<file path="src/rtl/adc_smooth_pkg.sv">
package adc_smooth_pkg;
    localparam int NUM_CH   = 6;
    localparam int SAMPLE_W = 10;
    localparam int FRAC_W   = 4;
    localparam int SHIFT_C  = 4;

    typedef struct packed {
        logic                valid;
        logic [2:0]          chan;
        logic [SAMPLE_W-1:0] code;
    } smp_t;
endpackage

</file>
<file path="src/rtl/adc_smooth_update.sv">
module adc_smooth_update #(
    parameter int SAMPLE_W = adc_smooth_pkg::SAMPLE_W,
    parameter int FRAC_W   = adc_smooth_pkg::FRAC_W,
    parameter int SHIFT_C  = adc_smooth_pkg::SHIFT_C,
    localparam int ACC_W   = SAMPLE_W + 1 + FRAC_W
) (
    input  logic [ACC_W-1:0]    old_state,
    input  logic [SAMPLE_W-1:0] code,
    input  logic                primed,
    output logic [ACC_W-1:0]    new_state
);
    localparam int BLEND_W = ACC_W + SHIFT_C + 1;

    logic [BLEND_W-1:0] doubled_fx;
    logic [BLEND_W-1:0] blend;

    always_comb begin
        // twice the sample, aligned to the fractional point
        doubled_fx = BLEND_W'({code, 1'b0}) << FRAC_W;
        blend      = doubled_fx + (BLEND_W'(old_state) << SHIFT_C) - BLEND_W'(old_state);
        if (primed) begin
            new_state = ACC_W'(blend >> SHIFT_C);
        end else begin
            new_state = ACC_W'(doubled_fx);
        end
    end
endmodule

</file>
<file path="src/rtl/adc_smooth_bank.sv">
module adc_smooth_bank #(
    parameter int NUM_CH   = adc_smooth_pkg::NUM_CH,
    parameter int SAMPLE_W = adc_smooth_pkg::SAMPLE_W,
    parameter int FRAC_W   = adc_smooth_pkg::FRAC_W,
    parameter int SHIFT_C  = adc_smooth_pkg::SHIFT_C,
    localparam int ACC_W   = SAMPLE_W + 1 + FRAC_W,
    localparam int CH_W    = 3
) (
    input  logic                         clk,
    input  logic                         rst,
    input  logic                         accept,
    input  logic [CH_W-1:0]              sel,
    input  logic [SAMPLE_W-1:0]          code,
    input  logic                         hold,
    output logic [NUM_CH-1:0][ACC_W-1:0] state_o
);
    localparam logic [ACC_W-1:0] STATE_MAX = ACC_W'(((1 << (SAMPLE_W + 1)) - 2) << FRAC_W);

    logic [NUM_CH-1:0][ACC_W-1:0] state_q;
    logic [NUM_CH-1:0]            primed_q;

    for (genvar g = 0; g < NUM_CH; g++) begin : g_chan
        logic             wr_en;
        logic [ACC_W-1:0] nxt;

        assign wr_en = accept && (sel == CH_W'(g));

        adc_smooth_update #(
            .SAMPLE_W(SAMPLE_W), .FRAC_W(FRAC_W), .SHIFT_C(SHIFT_C)
        ) upd_i (
            .old_state(state_q[g]),
            .code     (code),
            .primed   (primed_q[g]),
            .new_state(nxt)
        );

        always_ff @(posedge clk) begin
            if (rst) begin
                state_q[g]  <= '0;
                primed_q[g] <= 1'b0;
            end else if (wr_en) begin
                state_q[g]  <= nxt;
                primed_q[g] <= 1'b1;
            end
        end

        AST_UNPRIMED_ZERO: assert property (@(posedge clk) disable iff (rst)
            !primed_q[g] |-> state_q[g] == '0);
        AST_PRIME_STICKS: assert property (@(posedge clk) disable iff (rst)
            primed_q[g] |=> primed_q[g]);
        AST_NO_OVERFLOW: assert property (@(posedge clk) disable iff (rst)
            state_q[g] <= STATE_MAX);
    end

    assign state_o = state_q;

    AST_HOLD_FREEZES: assert property (@(posedge clk) disable iff (rst)
        hold |=> $stable(state_q));
    AST_ONE_CHANNEL: assert property (@(posedge clk) disable iff (rst)
        1'b1 |=> $countones(primed_q ^ $past(primed_q)) <= 1);
endmodule

</file>
<file path="src/rtl/cell_adc_smoother.sv">
module cell_adc_smoother #(
    parameter int NUM_CH   = adc_smooth_pkg::NUM_CH,
    parameter int SAMPLE_W = adc_smooth_pkg::SAMPLE_W,
    parameter int FRAC_W   = adc_smooth_pkg::FRAC_W,
    parameter int SHIFT_C  = adc_smooth_pkg::SHIFT_C,
    localparam int ACC_W   = SAMPLE_W + 1 + FRAC_W,
    localparam int OUT_W   = SAMPLE_W + 1
) (
    input  logic                clk,
    input  logic                rst,
    input  logic                smp_valid,
    input  logic [2:0]          smp_chan,
    input  logic [SAMPLE_W-1:0] smp_code,
    input  logic                tx_busy,
    input  logic                rd_req,
    input  logic [2:0]          rd_chan,
    output logic                rd_valid,
    output logic [OUT_W-1:0]    rd_value
);
    import adc_smooth_pkg::*;

    smp_t                         smp;
    logic                         chan_ok;
    logic                         accept;
    logic [NUM_CH-1:0][ACC_W-1:0] states;
    logic [OUT_W-1:0]             rd_mux;

    assign smp     = '{valid: smp_valid, chan: smp_chan, code: smp_code};
    assign chan_ok = (32'(smp.chan) < NUM_CH);
    assign accept  = smp.valid && !tx_busy && chan_ok;

    adc_smooth_bank #(
        .NUM_CH(NUM_CH), .SAMPLE_W(SAMPLE_W), .FRAC_W(FRAC_W), .SHIFT_C(SHIFT_C)
    ) bank_i (
        .clk    (clk),
        .rst    (rst),
        .accept (accept),
        .sel    (smp.chan),
        .code   (smp.code),
        .hold   (tx_busy),
        .state_o(states)
    );

    always_comb begin
        rd_mux = '0;
        for (int c = 0; c < NUM_CH; c++) begin
            if (rd_chan == 3'(c)) rd_mux = OUT_W'(states[c] >> FRAC_W);
        end
    end

    always_ff @(posedge clk) begin
        if (rst) begin
            rd_valid <= 1'b0;
            rd_value <= '0;
        end else begin
            rd_valid <= rd_req;
            if (rd_req) rd_value <= rd_mux;
        end
    end

    AST_READ_STROBE: assert property (@(posedge clk) disable iff (rst)
        rd_req |=> rd_valid);
    AST_NO_SPURIOUS_STROBE: assert property (@(posedge clk) disable iff (rst)
        !rd_req |=> !rd_valid);
    AST_BAD_INDEX_READ: assert property (@(posedge clk) disable iff (rst)
        (rd_req && 32'(rd_chan) >= NUM_CH) |=> rd_value == '0);
    AST_BAD_INDEX_IGNORED: assert property (@(posedge clk) disable iff (rst)
        (smp_valid && 32'(smp_chan) >= NUM_CH) |=> $stable(states));
    AST_VALUE_RANGE: assert property (@(posedge clk) disable iff (rst)
        rd_valid |-> rd_value <= OUT_W'((1 << OUT_W) - 2));
endmodule

</file>
<file path="config.mk">
export PLATFORM = sky130hd
export DESIGN_NAME = cell_adc_smoother
export DESIGN_NICKNAME = d
export VERILOG_FILES = /design/src/rtl/adc_smooth_pkg.sv /design/src/rtl/adc_smooth_update.sv /design/src/rtl/adc_smooth_bank.sv /design/src/rtl/cell_adc_smoother.sv
export SDC_FILE = /design/constraint.sdc
export NUM_CORES = 1
export LEC_CHECK = 0
export BUFFER_PORTS_ARGS = -buffer_cell sky130_fd_sc_hd__buf_4
export CAP_MARGIN = 40
export CORE_ASPECT_RATIO = 1.1
export CORE_MARGIN = 4
export CORE_UTILIZATION = 35
export CTS_CLUSTER_SIZE = 30
export DETAILED_ROUTE_END_ITERATION = 8
export HOLD_SLACK_MARGIN = 0.08
export PLACE_DENSITY = 0.53
export SYNTH_ARGS = -nofsm -noshare
export SYNTH_HDL_FRONTEND = slang
export SYNTH_HIERARCHICAL = 1
export SYNTH_SLANG_ARGS = --single-unit
</file>
<file path="constraint.sdc">
create_clock -name clk -period 4.1 [get_ports clk]
set_input_delay 1.23 -clock clk [delete_from_list [all_inputs] [get_ports clk]]
set_output_delay 1.23 -clock clk [all_outputs]
set_load 0.02 [all_outputs]
</file>
# ---- Yosys cells after proc, flatten, opt, wreduce, memory -nomap -nowiden
# Cells that the tools add are included.
dict set report totals {
  register_bits 108
  word_cells 60
}
dict set report op_classes {
  n_lt_le_gt_ge 1
  reduce_logical 11
  eq_ne 10
  n_addsub 12
  muxes 12
}
# op n
set ops {}
lappend ops {{$add A15 B19 Y19} 6}
lappend ops {{$sub A19 B15 Y19} 6}
lappend ops {{$mux W15} 6}
lappend ops {{$mux W11} 6}
lappend ops {{$eq A3 B2 Y1 const B} 4}
lappend ops {{$eq A3 B3 Y1 const B} 4}
lappend ops {{$logic_and A1 B1 Y1} 8}
lappend ops {{$eq A3 B1 Y1 const B} 2}
lappend ops {{$logic_not A3 Y1} 2}
lappend ops {{$lt A3 B3 Y1 const B} 1}
lappend ops {{$logic_not A1 Y1} 1}

# ---- Logic depth before layout (Yosys ltp)
dict set report logic_depth {
  word_depth 7
  depth_mapped 13
  mapped_depth_nobuf 12
}

# ---- By module
# The synthesis kept the hierarchy.
# module cells_each n_inst seq_area_each_um2 area_per_inst_um2
set modules_own_cells {}
lappend modules_own_cells {adc_smooth_bank 410 1 1921.8 4325.4}
lappend modules_own_cells {{adc_smooth_update (bank_i.g_chan[2].upd_i ...)} 171 2 0.0 1273.7}
lappend modules_own_cells {{adc_smooth_update (bank_i.g_chan[5].upd_i)} 188 1 0.0 1341.3}
lappend modules_own_cells {{adc_smooth_update (bank_i.g_chan[1].upd_i)} 187 1 0.0 1316.3}
lappend modules_own_cells {{adc_smooth_update (bank_i.g_chan[4].upd_i)} 183 1 0.0 1255.0}
lappend modules_own_cells {{adc_smooth_update (bank_i.g_chan[0].upd_i)} 177 1 0.0 1253.7}
lappend modules_own_cells {cell_adc_smoother 118 1 240.2 1029.7}

# ---- Worst setup path before layout
# Ideal clock, no wire load.
dict set report synth_path {
  path_kind {input to register}
  from {in smp_code[4]}
  to {reg bank_i.state_q (netlist bit bank_i/state_o[89])}
  required_ns 3.982
  path_buffers 1
  setup_time_ns 0.118
  path_stages 12
  arrival_ns 3.580
  setup_slack_ns 0.401
  path_cell_list {inv_1 fa_1 inv_1 ha_1 clkbuf_1 a21o_2 a311o_1 a22oi_2 nor3_1 or3_1 nand2b_1 mux2i_1}
}
dict set report synth_via {
  elab_chain_cells 3
}
# element line_no
set synth_rtl {}
lappend synth_rtl {{start, declared} cell_adc_smoother.sv:13} ;# input logic [SAMPLE_W-1:0] smp_code,
lappend synth_rtl {{$add A15 B19 Y19} adc_smooth_update.sv:20} ;# blend = doubled_fx + (BLEND_W'(old_state) << SHIFT_C) - BLEND_W'(old_state);
lappend synth_rtl {{$sub A19 B15 Y19} adc_smooth_update.sv:20}
lappend synth_rtl {{$mux W15} adc_smooth_update.sv:21} ;# if (primed) begin
lappend synth_rtl {{net bank_i.g_chan[5].nxt[14]} adc_smooth_bank.sv:24} ;# logic [ACC_W-1:0] nxt;
lappend synth_rtl {{end signal, assigned by index} adc_smooth_bank.sv:42} ;# state_q[g] <= nxt;
lappend synth_rtl {{end, declared} adc_smooth_bank.sv:19} ;# logic [NUM_CH-1:0][ACC_W-1:0] state_q;
# The timed path passes the listed nets, and every way through them passes these cells.
# A chain may end at the register's enable or synchronous reset.

# ---- Worst setup path in the final report
dict set report layout_path {
  from {in smp_code[4]}
  to {reg bank_i.state_q (netlist bit bank_i/state_o[56])}
}
dict set report layout_via {
  elab_chain_cells 3
}
# element line_no
set layout_rtl {}
lappend layout_rtl {{$add A15 B19 Y19} adc_smooth_update.sv:20}
lappend layout_rtl {{$sub A19 B15 Y19} adc_smooth_update.sv:20}
lappend layout_rtl {{$mux W15} adc_smooth_update.sv:21}
lappend layout_rtl {{net bank_i.g_chan[3].nxt[11]} adc_smooth_bank.sv:24}
# The timed path passes the listed nets, and every way through them passes these cells.

==> results.toml <==
[outcome]
run_status = "finished, final reports clean"

[setup_path]
reg2reg_setup_slack_ns = 1.10
worst_setup_path_startpoint = "smp_code[4]"
cp_data_arrival_time_ns = 3.91
cp-endpoint = "bank_i/state_o[56]"
path_class = "primary input to flop"
required_ns = 4.42
critical-path-top-cell-by-count = "inv_1"
cp_slowest_cell = "fa_1"
critPathMaxFanout = 8
cpPeakStageDelay_ns = 0.55
timing.critical_path.from_type = "primary input"
rr_startpoint = "bank_i/state_o[67]"
r2r.worst_path.cells = 12
endpoint_kind = "flop"
cell_breakdown_of_the_critical_path = "buf_4 > inv_1 > fa_1 > inv_1 > ha_1 > a21oi_1 > o221ai_1 > a21oi_4 > mux2_2 > o211ai_1 > nand2b_1 > mux2i_1"
crit-reg2reg-capture = "bank_i/state_o[73]"

[sta]
fin_crit_sh_pct = 87.61
max_slew.worst_pin.slew_ns = 0.7544
final_slew_viol_count = 0
finalHoldViolCount = 0
setup_tns_ns = 0
rsz0062_at_grt = "no"
period_needed_ns = 3.592
final.hold.worst_slack_ns = 0.4913
clock_skew_ns = 0.01061
slew_headroom_pct = 49.70
setup_violation_total_in_the_final_timing_report = 0
timing.fmax_mhz = 278.4
fin_ws_ns = 0.5082

[detailed_routing]
ant_nets = 0
drt_wl_total_mm = 35.71
remaining_drc_errors = 0
via_count = 10840
drt_first_iter_violations = 565
dr.pass1.iters = 5
wl_per_cell_microns = 16.97
via_per_inst = 5.150

[power]
power.static_leakage_nw = 5.778
pwr_density_cell_nw_per_um2 = 224.2
p_total_mw = 3.142
vdd_ir_drop_max_mv = 0.2128

[hold_path]
hold_path_class = "flop to flop"

[global_routing]
via_count_of_the_first_global_routing_pass = 10830
initial_antenna_violation_count = 0
grt_first_pass_wirelength_mm = 58.75
track_usage_pct = 18.10
grt_overflow_total = 0
grt_max_degree = 93

[finish]
areaGrowthSynthToFinish_pct = 7.228
filler_cell_count = 3847
fin_cells = 2104
multi_input_area_sq_um = 9335
final_nets = 1777
seq_area_sq_um = 2162
final_core_util_pct = 38.36
final_layout_size_suffix_gt1_share_pct = 9.771
finalInstanceArea_sq_um = 14010
n_antenna_cell = 0

[clock_tree]
clock_tree_from_tritoncts = "done"
cts.hold.buffers_added = 0
clkSlewWorstSetupHoldPaths_ns = 0.09
h-tree-depth = 3
cts_max_path_buffers = 2
cts_root_buf = "clkbuf_16"
numCtsBuffers = 9
tritoncts_num_sinks = 108
worstSkewPairLatency_ns = 0.38
cts-resized-gates = 0
cts_setup_buffers = 0

[floorplanning]
die_y_microns = 210.7
start_util_pct = 35.77
fp.dieW_microns = 192.2
rows = 73
die-area_sq_um = 40500
design.core.area_sq_um = 36540
pin_count = 33

[synth]
synth_nets = 1770
ys_top_cells_by_area = "dfxtp_1 (17%), mux2i_1 (9.7%), fa_1 (9.2%)"
synth_common_cells = "inv_1 (281), nand2b_1 (184), mux2i_1 (127)"
post_synth_inst_count = 1605
most_common_flop_cell_mapped_by_yosys = "dfxtp_1"
ys_seq_area_share_pct = 16.54
synth.cell_area_sq_um = 13070
syn_avg_cell_area_sq_um = 8.143
synth_enable_flop_cells = 0
synth-async-reset-ratio_pct = 0
yosys.cell_count.top_type = "inv_1"
synth_top_area_share_pct = 16.54
yosys_warnings = 6
yosys.area.top_type = "dfxtp_1"
synth_cell_type_count = 94
flops_latches_synth = 108

[placed_design]
place_area_sq_um = 13720
gp_congestion = 0.8551
placed_cells_incl_taps = 2088
detailedPlacementHpwl_mm = 27.55
number_of_buffers_added_on_ports = 32
pre_cts_ws_ns = 0.1097

[job]
maxCapViolations = 0
## sequential cells by signal, summed over array words and instances, names as in the netlist
register,flops
bank_i/state_o,90
rd_valid,1
bank_i/primed_q,6
rd_value,11
## worst max-delay path: cells and delay by family
| kind | cells | cell delay, ns |
|---|---|---|
| AO/OA/AOI/OAI | 4 | 0.83 |
| adder cells (fa/ha/maj) | 2 | 0.95 |
| buffers and inverters | 3 | 0.33 |
| multiplexers | 2 | 0.48 |
| AND/OR/NAND/NOR | 1 | 0.07 |
## layer usage
layer | GRT usage (%) | wire length [microns]
met3 | 2.314 | 1198
met5 | 0 | 0
met2 | 30.07 | 16840
met1 | 24.63 | 16890
met4 | 5.362 | 779
## area by class of cell
class / count / share of cell area, %
clock inverter: 7 / 0.4821
timing repair buffer: 73 / 3.911
clock buffer: 9 / 1.607
multi-input combinational: 1136 / 66.62
inverter: 284 / 7.607
sequential: 108 / 15.43
tap: 487 / 4.348
## worst min-delay path by stage
stage	start	endpoint	slack, ns	cells past startpoint
finish	bank_i/state_o[19]	bank_i/state_o[19]	0.49	2
global route	bank_i/state_o[62]	bank_i/state_o[62]	0.53	2
CTS	bank_i/state_o[4]	bank_i/state_o[4]	0.50	2
detailed placement	bank_i/state_o[19]	bank_i/state_o[19]	0.48	2
global placement	bank_i/state_o[4]	bank_i/state_o[4]	0.48	2
floorplan	bank_i/primed_q[0]	bank_i/primed_q[0]	0.46	1
## report_power, final
part,switching (mW),internal [mW],leakage [nW]
logic,0.647,0.469,4.77
registers,0.0177,1.06,0.871
clock network,0.519,0.430,0.140
total,1.18,1.96,5.78
## cells by family (layout without fill, tap and decap cells)
group                      Yosys count  after routing  share of synthesized area [%]
muxes                              153            153                          11.97
buffers and inverters              361            373                          12.09
DFF                                108            108                          16.54
and+or+nand+nor                    470            470                          20.68
xor gates and xnor gates            62             62                          4.155
adders and majority gates          144            144                          17.23
AOI/OAI and AO/OA                  307            307                          17.33
## cells in the final DEF (no fill, tap or decap), types with 5 or more instances in the layout
cell type / Yosys / routed
nor2_1: 69 / 69
o31ai_1: 7 / 7
fa_1: 60 / 60
a21o_1: 11 / 11
mux2i_1: 127 / 127
dfxtp_1: 108 / 108
or4bb_1: 5 / 5
a21oi_1: 74 / 74
o21ai_1: 6 / 6
a2bb2oi_1: 6 / 6
o221ai_1: 16 / 16
a211oi_1: 17 / 17
nand3_1: 17 / 17
o21bai_1: 8 / 8
ha_1: 84 / 84
xor2_1: 29 / 29
mux2_1: 9 / 9
nand4_1: 27 / 27
a21o_2: 5 / 5
inv_1: 281 / 281
a31oi_1: 23 / 23
nand2_1: 85 / 85
xnor2_1: 33 / 33
clkbuf_16: 0 / 9
nor2b_1: 9 / 9
buf_4: 4 / 73
o21ai_0: 32 / 32
nor4_1: 5 / 5
mux2_2: 17 / 17
o21a_1: 13 / 13
a41oi_1: 7 / 7
nor3_1: 14 / 14
and3_1: 8 / 8
o211a_1: 5 / 5
nand2b_1: 184 / 184
o211ai_1: 15 / 15
and2_1: 6 / 6
or3_1: 12 / 12
(Power assumes the default switching activity.)
